## src/rtl/gfp_encap_pkg.sv

```systemverilog
package gfp_encap_pkg;

  typedef enum logic [2:0] {
    SEG_CORE, SEG_LHDR, SEG_TYPE, SEG_EXT, SEG_PAY, SEG_FCS
  } seg_t;

  localparam logic [31:0] CORE_MASK = 32'hB6AB31E0;

  // CRC-16 x^16+x^12+x^5+1 over a 16-bit word, initial value zero, MSB first
  function automatic logic [15:0] crc16_w(input logic [15:0] d);
    logic [15:0] c;
    logic fb;
    c = 16'h0000;
    for (int i = 15; i >= 0; i--) begin
      fb = c[15] ^ d[i];
      c  = {c[14:0], 1'b0};
      if (fb) c = c ^ 16'h1021;
    end
    return c;
  endfunction

  // Reflected CRC-32 update by one byte, LSB first
  function automatic logic [31:0] crc32_b(input logic [31:0] c_in, input logic [7:0] d);
    logic [31:0] c;
    logic fb;
    c = c_in;
    for (int i = 0; i < 8; i++) begin
      fb = c[0] ^ d[i];
      c  = c >> 1;
      if (fb) c = c ^ 32'hEDB88320;
    end
    return c;
  endfunction

  // Payload-area length for a client frame of n bytes
  function automatic logic [15:0] pli_calc(input logic [15:0] n, input logic lin,
                                           input logic lhe, input logic fcs_off);
    logic [15:0] p;
    p = n + 16'd4;
    if (lin) p = p + 16'd4;
    if (lhe) p = p + 16'd4;
    if (!fcs_off) p = p + 16'd4;
    return p;
  endfunction

endpackage

```

## src/rtl/gfp_frame_store.sv

```systemverilog
module gfp_frame_store #(
  parameter int BUF_DEPTH = 64,
  localparam int AW = $clog2(BUF_DEPTH),
  localparam int CW = $clog2(BUF_DEPTH + 1)
) (
  input  logic          clk,
  input  logic          rst_n,
  input  logic          in_valid,
  input  logic [7:0]    in_data,
  input  logic          in_sof,
  input  logic          in_eof,
  output logic          in_ready,
  input  logic          release_i,
  input  logic [AW-1:0] rd_addr,
  output logic [7:0]    rd_data,
  output logic          frame_ready,
  output logic [CW-1:0] frame_len
);

  logic [7:0]    mem [BUF_DEPTH];
  logic [CW-1:0] cnt, cnt_nx;
  logic          acc, room, wr_en;
  logic [AW-1:0] waddr;

  assign in_ready = !frame_ready;
  assign acc      = in_valid && in_ready;
  assign room     = cnt < CW'(BUF_DEPTH);
  assign wr_en    = acc && (in_sof || room);
  assign waddr    = in_sof ? '0 : cnt[AW-1:0];
  assign cnt_nx   = in_sof ? CW'(1) : (room ? cnt + CW'(1) : cnt);
  assign rd_data  = mem[rd_addr];

  always_ff @(posedge clk) begin
    if (wr_en) mem[waddr] <= in_data;
  end

  always_ff @(posedge clk) begin
    if (!rst_n) begin
      cnt         <= '0;
      frame_ready <= 1'b0;
      frame_len   <= '0;
    end else begin
      if (acc) cnt <= cnt_nx;
      if (release_i) begin
        frame_ready <= 1'b0;
      end else if (acc && in_eof) begin
        frame_ready <= 1'b1;
        frame_len   <= cnt_nx;
      end
    end
  end

  // a held frame stays held until the sequencer releases it
  p_hold_until_release_r10: assert property (@(posedge clk) disable iff (!rst_n)
    frame_ready && !release_i |=> frame_ready);

  // a held frame never exceeds the store
  p_len_in_range_r11: assert property (@(posedge clk) disable iff (!rst_n)
    frame_ready |-> (frame_len != '0) && (frame_len <= CW'(BUF_DEPTH)));

endmodule

```

## src/rtl/gfp_seq.sv

```systemverilog
module gfp_seq
  import gfp_encap_pkg::*;
#(
  parameter int BUF_DEPTH = 64,
  localparam int AW = $clog2(BUF_DEPTH),
  localparam int CW = $clog2(BUF_DEPTH + 1)
) (
  input  logic          clk,
  input  logic          rst_n,
  input  logic          frame_ready,
  input  logic [CW-1:0] frame_len,
  input  logic          cfg_linear,
  input  logic          cfg_lhdr_en,
  input  logic          cfg_fcs_off,
  input  logic          cfg_scr_off,
  input  logic [31:0]   line_hdr,
  input  logic [7:0]    chan_id,
  input  logic [7:0]    rd_data,
  output logic [AW-1:0] rd_addr,
  output logic          release_o,
  output logic [7:0]    byte_o,
  output logic          sof_o,
  output logic          area_o,
  output logic          scr_off_o
);

  seg_t          seg;
  logic [CW-1:0] idx, len_q;
  logic          is_data, lin_q, lhe_q, fcs_off_q, scr_off_q;
  logic [15:0]   pli_q;
  logic [31:0]   crc_q, fcs, word;
  logic [7:0]    tb0;
  logic          last_hdr, last_pay, frame_end, take;
  logic [1:0]    sel;

  assign last_hdr  = idx[1:0] == 2'd3;
  assign last_pay  = idx == len_q - CW'(1);
  assign frame_end = (seg == SEG_CORE && last_hdr && !is_data)
                   || (seg == SEG_PAY && last_pay && fcs_off_q)
                   || (seg == SEG_FCS && last_hdr);
  assign release_o = frame_end && is_data;
  assign take      = frame_ready && !release_o;

  assign tb0 = {3'b000, !fcs_off_q, 3'b000, lin_q};
  assign fcs = ~crc_q;

  always_comb begin
    case (seg)
      SEG_CORE: word = {pli_q, crc16_w(pli_q)} ^ CORE_MASK;
      SEG_LHDR: word = line_hdr;
      SEG_TYPE: word = {tb0, 8'h01, crc16_w({tb0, 8'h01})};
      SEG_EXT:  word = {chan_id, 8'h00, crc16_w({chan_id, 8'h00})};
      SEG_FCS:  word = {fcs[7:0], fcs[15:8], fcs[23:16], fcs[31:24]};
      default:  word = '0;
    endcase
  end

  assign sel       = 2'd3 - idx[1:0];
  assign byte_o    = (seg == SEG_PAY) ? rd_data : word[{sel, 3'b000} +: 8];
  assign sof_o     = (seg == SEG_CORE) && (idx == '0);
  assign area_o    = seg != SEG_CORE;
  assign rd_addr   = idx[AW-1:0];
  assign scr_off_o = scr_off_q;

  always_ff @(posedge clk) begin
    if (!rst_n) begin
      seg       <= SEG_CORE;
      idx       <= '0;
      is_data   <= 1'b0;
      lin_q     <= 1'b0;
      lhe_q     <= 1'b0;
      fcs_off_q <= 1'b0;
      scr_off_q <= 1'b0;
      len_q     <= '0;
      pli_q     <= '0;
      crc_q     <= '1;
    end else begin
      if (seg == SEG_PAY) crc_q <= crc32_b(crc_q, rd_data);
      else if (seg != SEG_FCS) crc_q <= '1;

      if (frame_end) begin
        seg       <= SEG_CORE;
        idx       <= '0;
        is_data   <= take;
        lin_q     <= cfg_linear;
        lhe_q     <= cfg_lhdr_en;
        fcs_off_q <= cfg_fcs_off;
        scr_off_q <= cfg_scr_off;
        len_q     <= frame_len;
        pli_q     <= take ? pli_calc(16'(frame_len), cfg_linear, cfg_lhdr_en, cfg_fcs_off)
                          : 16'd0;
      end else begin
        idx <= idx + CW'(1);
        case (seg)
          SEG_CORE: if (last_hdr) begin idx <= '0; seg <= lhe_q ? SEG_LHDR : SEG_TYPE; end
          SEG_LHDR: if (last_hdr) begin idx <= '0; seg <= SEG_TYPE; end
          SEG_TYPE: if (last_hdr) begin idx <= '0; seg <= lin_q ? SEG_EXT : SEG_PAY; end
          SEG_EXT:  if (last_hdr) begin idx <= '0; seg <= SEG_PAY; end
          SEG_PAY:  if (last_pay) begin idx <= '0; seg <= SEG_FCS; end
          default: ;
        endcase
      end
    end
  end

  // idle frames carry a zero length
  p_idle_zero_pli_r1: assert property (@(posedge clk) disable iff (!rst_n)
    (seg == SEG_CORE) && !is_data |-> pli_q == 16'd0);

  // the frame store is released for exactly one cycle
  p_release_single_r10: assert property (@(posedge clk) disable iff (!rst_n)
    release_o |=> !release_o);

  // the FCS segment only follows a frame that asked for one
  p_fcs_when_enabled_r6: assert property (@(posedge clk) disable iff (!rst_n)
    seg == SEG_FCS |-> !fcs_off_q && is_data);

endmodule

```

## src/rtl/gfp_scrambler.sv

```systemverilog
module gfp_scrambler (
  input  logic       clk,
  input  logic       rst_n,
  input  logic [7:0] byte_i,
  input  logic       sof_i,
  input  logic       area_i,
  input  logic       off_i,
  output logic [7:0] out_data,
  output logic       out_sof
);

  logic [42:0] hist, hist_nx, h;
  logic [7:0]  scr;
  logic        b;

  always_comb begin
    h = hist;
    for (int i = 7; i >= 0; i--) begin
      b      = off_i ? byte_i[i] : (byte_i[i] ^ h[42]);
      scr[i] = b;
      h      = {h[41:0], b};
    end
    hist_nx = area_i ? h : hist;
  end

  always_ff @(posedge clk) begin
    if (!rst_n) begin
      hist     <= '0;
      out_data <= 8'h00;
      out_sof  <= 1'b0;
    end else begin
      hist     <= hist_nx;
      out_data <= area_i ? scr : byte_i;
      out_sof  <= sof_i;
    end
  end

  // core header bytes leave unscrambled
  p_core_plain_r2: assert property (@(posedge clk) disable iff (!rst_n)
    !area_i |=> out_data == $past(byte_i));

  // bypass passes payload bytes unchanged
  p_bypass_plain_r9: assert property (@(posedge clk) disable iff (!rst_n)
    area_i && off_i |=> out_data == $past(byte_i));

  // the history ends with the byte just sent
  p_hist_tracks_line_r8: assert property (@(posedge clk) disable iff (!rst_n)
    area_i |=> hist[7:0] == out_data);

endmodule

```

## src/rtl/gfp_encap.sv

```systemverilog
module gfp_encap #(
  parameter int BUF_DEPTH = 64
) (
  input  logic        clk,
  input  logic        rst_n,
  input  logic        in_valid,
  input  logic [7:0]  in_data,
  input  logic        in_sof,
  input  logic        in_eof,
  output logic        in_ready,
  input  logic        cfg_linear,
  input  logic        cfg_lhdr_en,
  input  logic        cfg_fcs_off,
  input  logic        cfg_scr_off,
  input  logic [31:0] line_hdr,
  input  logic [7:0]  chan_id,
  output logic [7:0]  out_data,
  output logic        out_sof
);

  localparam int AW = $clog2(BUF_DEPTH);
  localparam int CW = $clog2(BUF_DEPTH + 1);

  logic          frame_ready, release_w, sof_w, area_w, scr_off_w;
  logic [CW-1:0] frame_len;
  logic [AW-1:0] rd_addr;
  logic [7:0]    rd_data, byte_w;

  gfp_frame_store #(.BUF_DEPTH(BUF_DEPTH)) u_store (
    .clk(clk), .rst_n(rst_n), .in_valid(in_valid), .in_data(in_data),
    .in_sof(in_sof), .in_eof(in_eof), .in_ready(in_ready),
    .release_i(release_w), .rd_addr(rd_addr), .rd_data(rd_data),
    .frame_ready(frame_ready), .frame_len(frame_len)
  );

  gfp_seq #(.BUF_DEPTH(BUF_DEPTH)) u_seq (
    .clk(clk), .rst_n(rst_n), .frame_ready(frame_ready), .frame_len(frame_len),
    .cfg_linear(cfg_linear), .cfg_lhdr_en(cfg_lhdr_en), .cfg_fcs_off(cfg_fcs_off),
    .cfg_scr_off(cfg_scr_off), .line_hdr(line_hdr), .chan_id(chan_id),
    .rd_data(rd_data), .rd_addr(rd_addr), .release_o(release_w),
    .byte_o(byte_w), .sof_o(sof_w), .area_o(area_w), .scr_off_o(scr_off_w)
  );

  gfp_scrambler u_scr (
    .clk(clk), .rst_n(rst_n), .byte_i(byte_w), .sof_i(sof_w), .area_i(area_w),
    .off_i(scr_off_w), .out_data(out_data), .out_sof(out_sof)
  );

  // release of the store only ever follows a held frame
  p_release_needs_frame_r10: assert property (@(posedge clk) disable iff (!rst_n)
    release_w |-> frame_ready);

endmodule

```

## config.mk

```make
export PLATFORM = sky130hd
export DESIGN_NAME = gfp_encap
export DESIGN_NICKNAME = d
export VERILOG_FILES = /design/src/rtl/gfp_encap_pkg.sv /design/src/rtl/gfp_frame_store.sv /design/src/rtl/gfp_seq.sv /design/src/rtl/gfp_scrambler.sv /design/src/rtl/gfp_encap.sv
export SDC_FILE = /design/constraint.sdc
export NUM_CORES = 1
export LEC_CHECK = 0
export BUFFER_PORTS_ARGS = -buffer_cell sky130_fd_sc_hd__buf_2
export CAP_MARGIN = 20
export CORE_MARGIN = 2
export CORE_UTILIZATION = 63
export DETAILED_ROUTE_END_ITERATION = 10
export PLACE_DENSITY = 0.8
export SYNTH_ARGS = -nofsm -noshare
export SYNTH_HDL_FRONTEND = slang
export SYNTH_SLANG_ARGS = --single-unit
```

## constraint.sdc

```tcl
create_clock -name clk -period 3.8 [get_ports clk]
set_input_delay 0.57 -clock clk [delete_from_list [all_inputs] [get_ports clk]]
set_output_delay 0.57 -clock clk [all_outputs]
set_load 0.01 [all_outputs]
```

==> metrics.cfg, run 1 <==
[outcome]
status = finished with violations
violations = setup timing

[yosys]
yosys-top-cells-area = edfxtp_1, dfxtp_1, mux4_2, mux2i_1, a21oi_1
yosys_warnings = 0
synth.distinct_cells = 88
synth.cell_area_um2 = 28050
synth_top_area_cell = edfxtp_1
syn_nets = 2024
ys_seq_area_share_pct = 64.23
yosysTopAreaCellShare_pct = 54.81
synth-edff-count = 512
netlist_instances = 1958
synth.avg_cell_area_um2 = 14.33
synth-seq-cells = 644
synthArstFlopShare_pct = 0
synth-main-ff-cell = edfxtp_1

[setup_path]
worstRegToRegCells = 13
arrival_ns = 4.31
required_ns = 4.29
startpoint_type = flip-flop
path_max_fanout = 15
crit_path_end_kind = flip-flop
worst-setup-path-type = flip-flop to flip-flop

[cts]
cts_buffer_depth = 3
htreeDepth = 3
clkTransAtPathRegs_ns = 0.06
cts_sinks = 644
cts_tree = yes
holdBufCountCts = 0
cts_buffers = 66
clk_latency_ns = 0.61
cts-root-buf = clkbuf_16

[global_route]
grt_pass1_vias = 17910
grt_max_degree = 65
grt-ovfl-total = 0
grt.total_usage_pct = 31.88
grt_antenna_before_repair = 1
grt_pass1_wl_um = 110000

[timing]
tightest_slew_ns = 1.068
max_freq_mhz = 262.1
rsz0062_at_grt = yes
fin_skew_ns = 0.02335
setup_viol = 1
slew_viol_final = 0
max_slew_margin_pct = 28.78
fin_hold_ws_ns = 0.2594
finalHoldViolations = 0
period_needed_ns = 3.816
finalSetupTns_ns = -0.01575
fin_crit_sh_pct = 100.4
final.setup.worst_slack_ns = -0.01575

[die]
core_area_um2 = 44120
ios = 67
start_util_pct = 63.57
num_rows = 77
die_w_um = 215.0
die_area_um2 = 46230
dieHeight_um = 215.0

[drt]
vias = 18440
drtIter0Drc = 2392
wl_per_cell_um = 27.07
drc = 0
viasPerCell = 6.602
antenna_left = 0
drt_wl_total_um = 75610
drt_first_pass_iters = 6

[min_path]
hold_path_depth = 3
hp-class = input port to flip-flop

[pwr]
power_frac_comb_pct = 17.8
powerDensity_nw_per_um2 = 528.4
vdd_drop_max_v = 0.0004773
p_sw_w = 0.004316
total_power_w = 0.01703
p_leak_nw = 10.90
swShare_pct = 25.34
p_int_w = 0.01272
pwr-share-seq_pct = 45.3
clockPowerShare_pct = 37.0

[layout]
num_antenna_cells = 0
fillers = 2737
ff_latch_area_um2 = 18030
syn_to_final_growth_pct = 14.91
drive_gt1_share_pct = 20.76
fin_area_um2 = 32230
multiInputGateArea_um2 = 9304
nets = 2215

[placed_design]
port_buffers = 66
gp_congestion = 0.9856
dpl.hpwl_um = 46730
place_area_um2 = 29650

[flow_run]
cap_violations = 0

flip-flops by register name, summed over array words and instances, names as in the netlist:
signal	cells
u_scr.hist	43
u_scr.out_data	8
u_scr.out_sof	1
u_seq.crc_q	32
u_seq.fcs_off_q	1
u_seq.idx	7
u_seq.is_data	1
u_seq.len_q	7
u_seq.lhe_q	1
u_seq.lin_q	1
u_seq.pli_q	11
u_seq.scr_off_o	1
u_seq.seg	3
u_store.cnt	7
u_store.frame_len	7
u_store.frame_ready	1
u_store.mem	512
metal layers:
metal	up-vias	share of wire, %	track usage, %
met5	-	0.017	0
met4	2	5.5	15.70
met3	270	9.7	6.270
met2	1279	48	52.24
met1	9043	37	41.19
li1	7844	-	-
cells in the mapped netlist, drive strengths merged (15+ instances only):
library cell,count
buf,46
o221ai,26
nand3,21
mux4,86
o21ai,51
nor2b,20
nor2,146
dfxtp,132
mux2i,110
xor2,49
a22oi,15
o22ai,17
nand2,187
xnor2,77
clkbuf,78
inv,19
a21oi,142
and2,17
a211oi,20
edfxtp,512
kinds of logic after synthesis:
family,count (synthesis),synth area share [%]
adder cells (fa/ha/maj),9,0.4014
buffers and inverters,145,2.890
AO/OA/AOI/OAI,371,8.738
XOR/XNOR,136,5.321
flip-flops,644,64.23
AND/OR/NAND/NOR,453,7.150
multiplexers,200,11.27
worst max-delay path: stages, from the launching register on:
cell and delay (ns):
dfxtp_4 0.40, buf_12 0.18, buf_4 0.14, mux4_2 0.33
a2bb2oi_1 0.40, a211oi_1 0.18, or4b_1 0.55, o2111ai_2 0.14
xnor2_2 0.16, xor3_2 0.37, buf_4 0.17, xor2_4 0.18
xnor3_1 0.32, o22a_1 0.17
per-stage QoR:
stage | setup slack [ns] | util (%) | std cells
finish | -0.01575 | 73.05 | 2793
global route | -0.07947 | 73.05 | 2793
CTS | 0.01826 | 71.93 | 2750
detailed placement | 0.04732 | 67.19 | 2630
global placement | 0.1434 | 67.19 | 2630
floorplan | 0.3386 | - | 1958
cells in the final DEF (no fill, tap or decap), types with 67 or more instances in the layout:
cell	count
mux2i_1	110
mux4_2	67
edfxtp_1	512
nor2_1	146
xnor2_1	69
buf_4	155
nand2_1	187
dfxtp_1	128
a21oi_1	141
power by group through the flow:
| stage | Combinational, W | Sequential, W | Clock, W |
|---|---|---|---|
| 2_1_floorplan | 0.00197 | 0.00783 | 0 |
| 3_3_place_gp | 0.00269 | 0.00787 | 0 |
| 3_5_place_dp | 0.00273 | 0.00787 | 0 |
| 4_1_cts | 0.00276 | 0.00772 | 0.00633 |
| 5_1_grt | 0.00317 | 0.00771 | 0.00661 |
| 6_report | 0.00303 | 0.00771 | 0.00630 |
final timing paths:
| check | startpoint | slack, ns | to |
|---|---|---|---|
| max | u_seq.idx[0] | -0.02 | u_seq.crc_q[20] |
| max reg2reg | u_seq.idx[0] | -0.02 | u_seq.crc_q[20] |
| min reg2reg | u_scr.hist[16] | 0.45 | u_scr.hist[24] |
| min | cfg_scr_off | 0.26 | u_seq.scr_off_o |
layout make-up:
| cell class | instances | area share [%] |
|---|---|---|
| sequential | 644 | 55.93 |
| multi-input combinational | 1169 | 28.86 |
| timing repair buffer | 247 | 6.191 |
| clock buffer | 89 | 5.547 |
| tap | 592 | 2.298 |
| clock inverter | 31 | 0.9316 |
| inverter | 21 | 0.2445 |
timing repair:
action	4_1_cts	5_1_grt
resized for setup	1	20
setup buffers	0	36
pin swaps	0	6
endpoints found under the setup margin	2	5
(Power assumes the default switching activity.)
==> run 2, diff against run 1 <==
Settings changed: CELL_PAD_IN_SITES_DETAIL_PLACEMENT from default to 1, CELL_PAD_IN_SITES_GLOBAL_PLACEMENT from default to 2, CORE_UTILIZATION 63 to 45, PLACE_DENSITY 0.8 to default, PLACE_DENSITY_LB_ADDON from default to 0.1.
==> metrics.cfg, run 2 (synthesis gave the netlist of run 1 again) <==
[die]
core_area_um2 = 61710  ; was 44120 um2
start_util_pct = 45.46  ; was 63.57%
num_rows = 91  ; was 77
dieHeight_um = 253.7  ; was 215.0 um
ios = 67  ; unchanged
die_w_um = 253.7  ; was 215.0 um
die_area_um2 = 64350  ; was 46230 um2

[setup_path]
crit_top_cell = buf_4  ; unchanged
required_ns = 4.31  ; was 4.29 ns
r2r_setup_slack_ns = 0.07  ; was -0.02 ns
arrival_ns = 4.24  ; was 4.31 ns
worst-setup-path-type = flip-flop to flip-flop  ; unchanged
path_max_fanout = 7  ; was 15
crit_slowest_cell = mux4_2  ; was or4b_1
worstRegToRegCells = 14  ; was 13
max_stage_delay_ns = 0.52  ; was 0.55 ns
r2r-end = u_seq.crc_q[21]  ; was u_seq.crc_q[20]
startpoint_type = flip-flop  ; unchanged
path_cells = buf_4, buf_12, mux4_2, mux4_2, and2_1, a211oi_4, buf_4, a31oi_2, xnor2_4, buf_4, xor2_4, xnor2_2, xnor2_1, o22a_1  ; was buf_12, buf_4, mux4_2, a2bb2oi_1, a211oi_1, or4b_1, o2111ai_2, xnor2_2, xor3_2, buf_4, xor2_4, xnor3_1, o22a_1
regToRegStartpoint = u_seq.idx[0]  ; unchanged
crit_path_end_kind = flip-flop  ; unchanged

[drt]
drc = 0  ; unchanged
antenna_left = 0  ; unchanged
viasPerCell = 5.770  ; was 6.602
wl_per_cell_um = 26.60  ; was 27.07 um
drtIter0Drc = 1362  ; was 2392
drt_wl_total_um = 81600  ; was 75610 um
drt_first_pass_iters = 5  ; was 6
vias = 17700  ; was 18440

[cts]
clk_latency_ns = 0.63  ; was 0.61 ns
cts-root-buf = clkbuf_16  ; unchanged
cts_sinks = 644  ; unchanged
clkTransAtPathRegs_ns = 0.06  ; about the same
cts_buffer_depth = 3  ; unchanged
cts_buffers = 71  ; was 66
htreeDepth = 3  ; unchanged
cts_tree = yes  ; unchanged

[layout]
final_cell_mix = edfxtp_1, nand2_1, buf_4  ; unchanged
nets = 2239  ; was 2215
regMostFlops = u_store.mem  ; unchanged
reg_top3 = u_store.mem x512, u_scr.hist x43, u_seq.crc_q x32  ; unchanged
num_antenna_cells = 0  ; unchanged
fillers = 6064  ; was 2737
utilization_pct = 53.30  ; was 73.05%
syn_to_final_growth_pct = 17.27  ; was 14.91%
largest_reg_flops = 512  ; unchanged
drive_gt1_share_pct = 22.14  ; was 20.76%
fin_cells = 3068  ; was 2793
layout_commonest_cell = edfxtp_1  ; unchanged

[timing]
max_freq_mhz = 267.7  ; was 262.1 MHz
final.setup.worst_slack_ns = 0.06506  ; was -0.01575 ns
fin_skew_ns = 0.02125  ; was 0.02335 ns
tightest_slew_ns = 0.9828  ; was 1.068 ns
rsz0062_at_grt = yes  ; unchanged
fin_crit_sh_pct = 98.29  ; was 100.4%
period_needed_ns = 3.735  ; was 3.816 ns
max_slew_margin_pct = 34.48  ; was 28.78%
finalHoldViolations = 0  ; unchanged
fin_hold_ws_ns = 0.2048  ; was 0.2594 ns
setup_viol = 0  ; was 1
slew_viol_final = 0  ; unchanged

[placed_design]
dpl.hpwl_um = 54550  ; was 46730 um
gp_congestion = 0.8817  ; was 0.9856
dpl.cell_count = 2920  ; was 2630
dp_slack_ns = -0.02657  ; was 0.04732 ns
port_buffers = 66  ; unchanged

[global_route]
grt_max_degree = 75  ; was 65
grt-ovfl-total = 0  ; unchanged
grt_antenna_before_repair = 0  ; was 1
grt_pass1_vias = 18470  ; was 17910
grt_pass1_wl_um = 121300  ; was 110000 um
grt.total_usage_pct = 25.71  ; was 31.88%

[flow_run]
cap_violations = 0  ; unchanged

[min_path]
hold_path_depth = 3  ; unchanged
min_to = u_seq.scr_off_o  ; unchanged
hp-class = input port to flip-flop  ; unchanged
min_from = cfg_scr_off  ; unchanged

[pwr]
vdd_drop_max_v = 0.0004207  ; was 0.0004773 V
p_leak_nw = 11.10  ; was 10.90 nW
powerDensity_nw_per_um2 = 538.3  ; was 528.4 nW/um2
total_power_w = 0.01771  ; was 0.01703 W

[outcome]
status = finished, final reports clean  ; was finished with violations

run 2: cell types whose count changed in the layout (fill, tap and decap cells not counted), moves of 6 or more:
cell / previous run / this run
buf_12: 22 / 15
buf_4: 155 / 181
clkinv_2: 7 / 13
clkbuf_16: 66 / 75
run 2: layout make-up:
type	count	area, um2	area share (%)
Sequential cell	644	18030	54.80
Multi-Input combinational cell	1169	9320	28.33
Timing Repair Buffer	266	2095	6.367
Clock buffer	92	1918	5.831
Tap cell	837	1047	3.184
Clock inverter	39	410.4	1.248
Inverter	21	78.83	0.2396
run 2: power breakdown:
part | internal (W) | switching [W] | leakage [nW]
clock network | 0.00402 | 0.00288 | 1.13
logic | 0.00150 | 0.00160 | 4.30
registers | 0.00765 | 0.0000577 | 5.68
total | 0.0132 | 0.00454 | 11.1
run 2: how the worst max path moves through the flow:
stage / start / to / slack (ns)
floorplan: u_seq.idx[0] / u_seq.crc_q[22] / 0.34
global placement: u_seq.idx[0] / u_seq.crc_q[19] / 0.01
detailed placement: u_seq.idx[0] / u_seq.crc_q[21] / -0.03
CTS: u_seq.idx[0] / u_seq.crc_q[21] / 0.04
global route: u_seq.idx[0] / u_seq.crc_q[6] / -0.06
finish: u_seq.idx[0] / u_seq.crc_q[21] / 0.07
run 2: layer usage:
layer	GRT usage [%]	wire (um)	vias up	share of wire, %
li1	-	-	7901	-
met3	3.349	3702	123	4.5
met5	0	0	-	0
met1	34.19	35070	9208	43
met4	7.580	2229	0	2.7
met2	44.21	40590	470	50
run 2: metrics by stage:
stage,TNS [ns],cell area (um2)
CTS,0,32640
finish,0,32900
global route,-0.2031,32900
floorplan,0,28050
detailed placement,-0.05656,30280
global placement,0,30260
run 2: worst max-delay path, delay by kind of cell, from the launching register on:
family,cells,cell delay [ns]
AO/OA/AOI/OAI,3,0.48
XOR/XNOR,4,0.82
AND/OR/NAND/NOR,1,0.22
multiplexers,2,1.03
buffers and inverters,4,0.65
flip-flops,1,0.44
run 2: what timing repair did:
action	in CTS	in global routing
resized for setup	1	20
hold endpoints to repair	0	0
endpoints found under the setup margin	6	22
gates cloned	0	2
hold buffers	0	0
buffers inserted	3	12
pin swaps	0	6
==> run 3, diff against run 2 <==
Settings changed: MAX_ROUTING_LAYER from default to met4, SETUP_SLACK_MARGIN from default to 0.1.
==> metrics.cfg, run 3 (synthesis gave the netlist of run 1 again) <==
[global_route]
grt-ovfl-total = 0  ; unchanged
grt_max_degree = 75  ; unchanged
grt_antenna_before_repair = 0  ; unchanged
grt_pass1_vias = 18470  ; about the same
grt_pass1_wl_um = 121200  ; was 121300 um
grt.total_usage_pct = 26.50  ; was 25.71%

[min_path]
min_to = u_seq.scr_off_o  ; unchanged
hold_path_depth = 3  ; unchanged
hp-class = input port to flip-flop  ; unchanged
min_from = cfg_scr_off  ; unchanged

[timing]
fin_skew_ns = 0.02077  ; was 0.02125 ns
max_slew_margin_pct = 34.35  ; was 34.48%
setup_viol = 0  ; unchanged
slew_viol_final = 0  ; unchanged
max_freq_mhz = 269.8  ; was 267.7 MHz
rsz0062_at_grt = yes  ; unchanged
fin_crit_sh_pct = 97.54  ; was 98.29%
period_needed_ns = 3.706  ; was 3.735 ns
tightest_slew_ns = 0.9847  ; was 0.9828 ns
finalHoldViolations = 0  ; unchanged
finalSetupTns_ns = 0  ; unchanged

[pwr]
power_frac_comb_pct = 17.7  ; was 17.5%
p_sw_w = 0.004541  ; was 0.004536 W
swShare_pct = 25.60  ; was 25.62%
p_int_w = 0.01320  ; was 0.01317 W
pwr-share-seq_pct = 43.4  ; was 43.5%
clockPowerShare_pct = 38.8  ; was 38.9%
vdd_drop_max_v = 0.0004218  ; was 0.0004207 V
powerDensity_nw_per_um2 = 537.6  ; was 538.3 nW/um2
p_leak_nw = 11.14  ; was 11.10 nW
total_power_w = 0.01774  ; was 0.01771 W

[setup_path]
path_max_fanout = 14  ; was 7
max_stage_delay_ns = 0.55  ; was 0.52 ns
r2r_setup_slack_ns = 0.09  ; was 0.07 ns
worstRegToRegCells = 14  ; unchanged
startpoint_type = flip-flop  ; unchanged
r2r-end = u_seq.crc_q[19]  ; was u_seq.crc_q[21]
required_ns = 4.31  ; about the same
worst-setup-path-type = flip-flop to flip-flop  ; unchanged
path_delay_family = XOR/XNOR gates  ; was multiplexers
path_cells = buf_12, buf_16, mux4_1, and2_1, a211oi_2, buf_4, o21ai_0, o2111a_2, xnor2_2, xor3_2, buf_4, xnor2_2, xnor3_1, o22a_1  ; was buf_4, buf_12, mux4_2, mux4_2, and2_1, a211oi_4, buf_4, a31oi_2, xnor2_4, buf_4, xor2_4, xnor2_2, xnor2_1, o22a_1
arrival_ns = 4.21  ; was 4.24 ns
crit_path_end_kind = flip-flop  ; unchanged
crit_slowest_cell = mux4_1  ; was mux4_2
regToRegStartpoint = u_seq.idx[0]  ; unchanged
path_buf_inv = 4  ; unchanged

[layout]
final_cell_mix = edfxtp_1, nand2_1, buf_4  ; unchanged
fin_cells = 3072  ; was 3068
num_antenna_cells = 0  ; unchanged
layout_commonest_cell = edfxtp_1  ; unchanged
utilization_pct = 53.47  ; was 53.30%
nets = 2243  ; was 2239
fillers = 6050  ; was 6064
largest_reg_flops = 512  ; unchanged
fin_area_um2 = 33000  ; was 32900 um2
drive_gt1_share_pct = 22.77  ; was 22.14%
reg_top3 = u_store.mem x512, u_scr.hist x43, u_seq.crc_q x32  ; unchanged
regMostFlops = u_store.mem  ; unchanged
syn_to_final_growth_pct = 17.63  ; was 17.27%

[die]
die_w_um = 253.7  ; unchanged
die_area_um2 = 64350  ; unchanged
start_util_pct = 45.46  ; unchanged
ios = 67  ; unchanged
num_rows = 91  ; unchanged
core_area_um2 = 61710  ; unchanged
dieHeight_um = 253.7  ; unchanged

[cts]
cts_sinks = 644  ; unchanged
cts-root-buf = clkbuf_16  ; unchanged
clk_latency_ns = 0.63  ; about the same
holdBufCountCts = 0  ; unchanged
clkTransAtPathRegs_ns = 0.06  ; about the same
cts_tree = yes  ; unchanged
htreeDepth = 3  ; unchanged
cts_buffer_depth = 3  ; unchanged
cts_buffers = 71  ; unchanged

[placed_design]
place_area_um2 = 30280  ; unchanged
gp_congestion = 0.8964  ; was 0.8817
dpl.cell_count = 2920  ; unchanged
dpl.hpwl_um = 54550  ; unchanged
port_buffers = 66  ; unchanged

[drt]
drc = 0  ; unchanged
antenna_left = 0  ; unchanged
viasPerCell = 5.755  ; was 5.770
drtIter0Drc = 1344  ; was 1362
drt_wl_total_um = 81760  ; was 81600 um
drt_first_pass_iters = 5  ; unchanged
wl_per_cell_um = 26.62  ; was 26.60 um
vias = 17680  ; was 17700

[outcome]
status = finished, final reports clean  ; unchanged

[flow_run]
cap_violations = 0  ; unchanged

run 3: cell types whose count changed in the layout (fill, tap and decap cells not counted), moves of 2 or more:
| cell | previous run | this run |
|---|---|---|
| a211oi_1 | 16 | 12 |
| a211oi_2 | 3 | 7 |
| buf_12 | 15 | 13 |
| buf_16 | 2 | 5 |
| buf_6 | 0 | 4 |
| mux4_1 | 17 | 13 |
| mux4_2 | 69 | 73 |
run 3: power groups by stage:
stage	clock, W	combinational [W]	sequential (W)
finish	0.00689	0.00315	0.00770
global route	0.00727	0.00335	0.00771
CTS	0.00704	0.00297	0.00770
detailed placement	0	0.00291	0.00787
global placement	0	0.00287	0.00787
floorplan	0	0.00197	0.00783
run 3: final cells by class:
cell class	instances	area (um2)	share of cell area, %
clock buffer	92	1918	5.813
clock inverter	39	410.4	1.244
inverter	21	78.83	0.2389
multi-input combinational	1169	9341	28.31
sequential	644	18030	54.63
tap	837	1047	3.174
timing repair buffer	270	2175	6.590
run 3: what timing repair did:
| action | 4_1_cts | 5_1_grt |
|---|---|---|
| cloned | 0 | 2 |
| pin swaps | 0 | 7 |
| gates resized for setup | 3 | 38 |
| setup endpoints to repair | 15 | 32 |
| setup buffers | 6 | 13 |
run 3: metrics by stage:
stage	hold WS, ns	setup slack, ns
3_5_place_dp	0.4473	-0.02657
3_3_place_gp	0.4353	0.01221
5_1_grt	0.1772	-0.002116
4_1_cts	0.1702	0.09702
6_report	0.2013	0.09363
2_1_floorplan	0.4273	0.3386
run 3: tightest hold or removal path, cell delays in order:
cell and delay (ns):
buf_2 0.10, nand2_1 0.05, a21oi_1 0.06
run 3: worst max-delay path by stage:
stage	startpoint	end	slack, ns	cells past startpoint
floorplan	u_seq.idx[0]	u_seq.crc_q[22]	0.34	12
finish	u_seq.idx[0]	u_seq.crc_q[19]	0.09	14
global route	u_seq.idx[0]	u_seq.crc_q[19]	-0.002	14
detailed placement	u_seq.idx[0]	u_seq.crc_q[21]	-0.03	12
CTS	u_seq.idx[1]	u_seq.crc_q[18]	0.1	12
global placement	u_seq.idx[0]	u_seq.crc_q[19]	0.01	13
run 3: routing by layer:
metal | global-route usage [%] | wire, um | up-vias | part of all wire [%]
met5 | - | 0 | - | 0
met4 | 7.950 | 2314 | 0 | 2.8
met3 | 3.390 | 3648 | 127 | 4.5
met2 | 44.13 | 40600 | 474 | 50
met1 | 34.11 | 35200 | 9180 | 43
li1 | - | - | 7897 | -
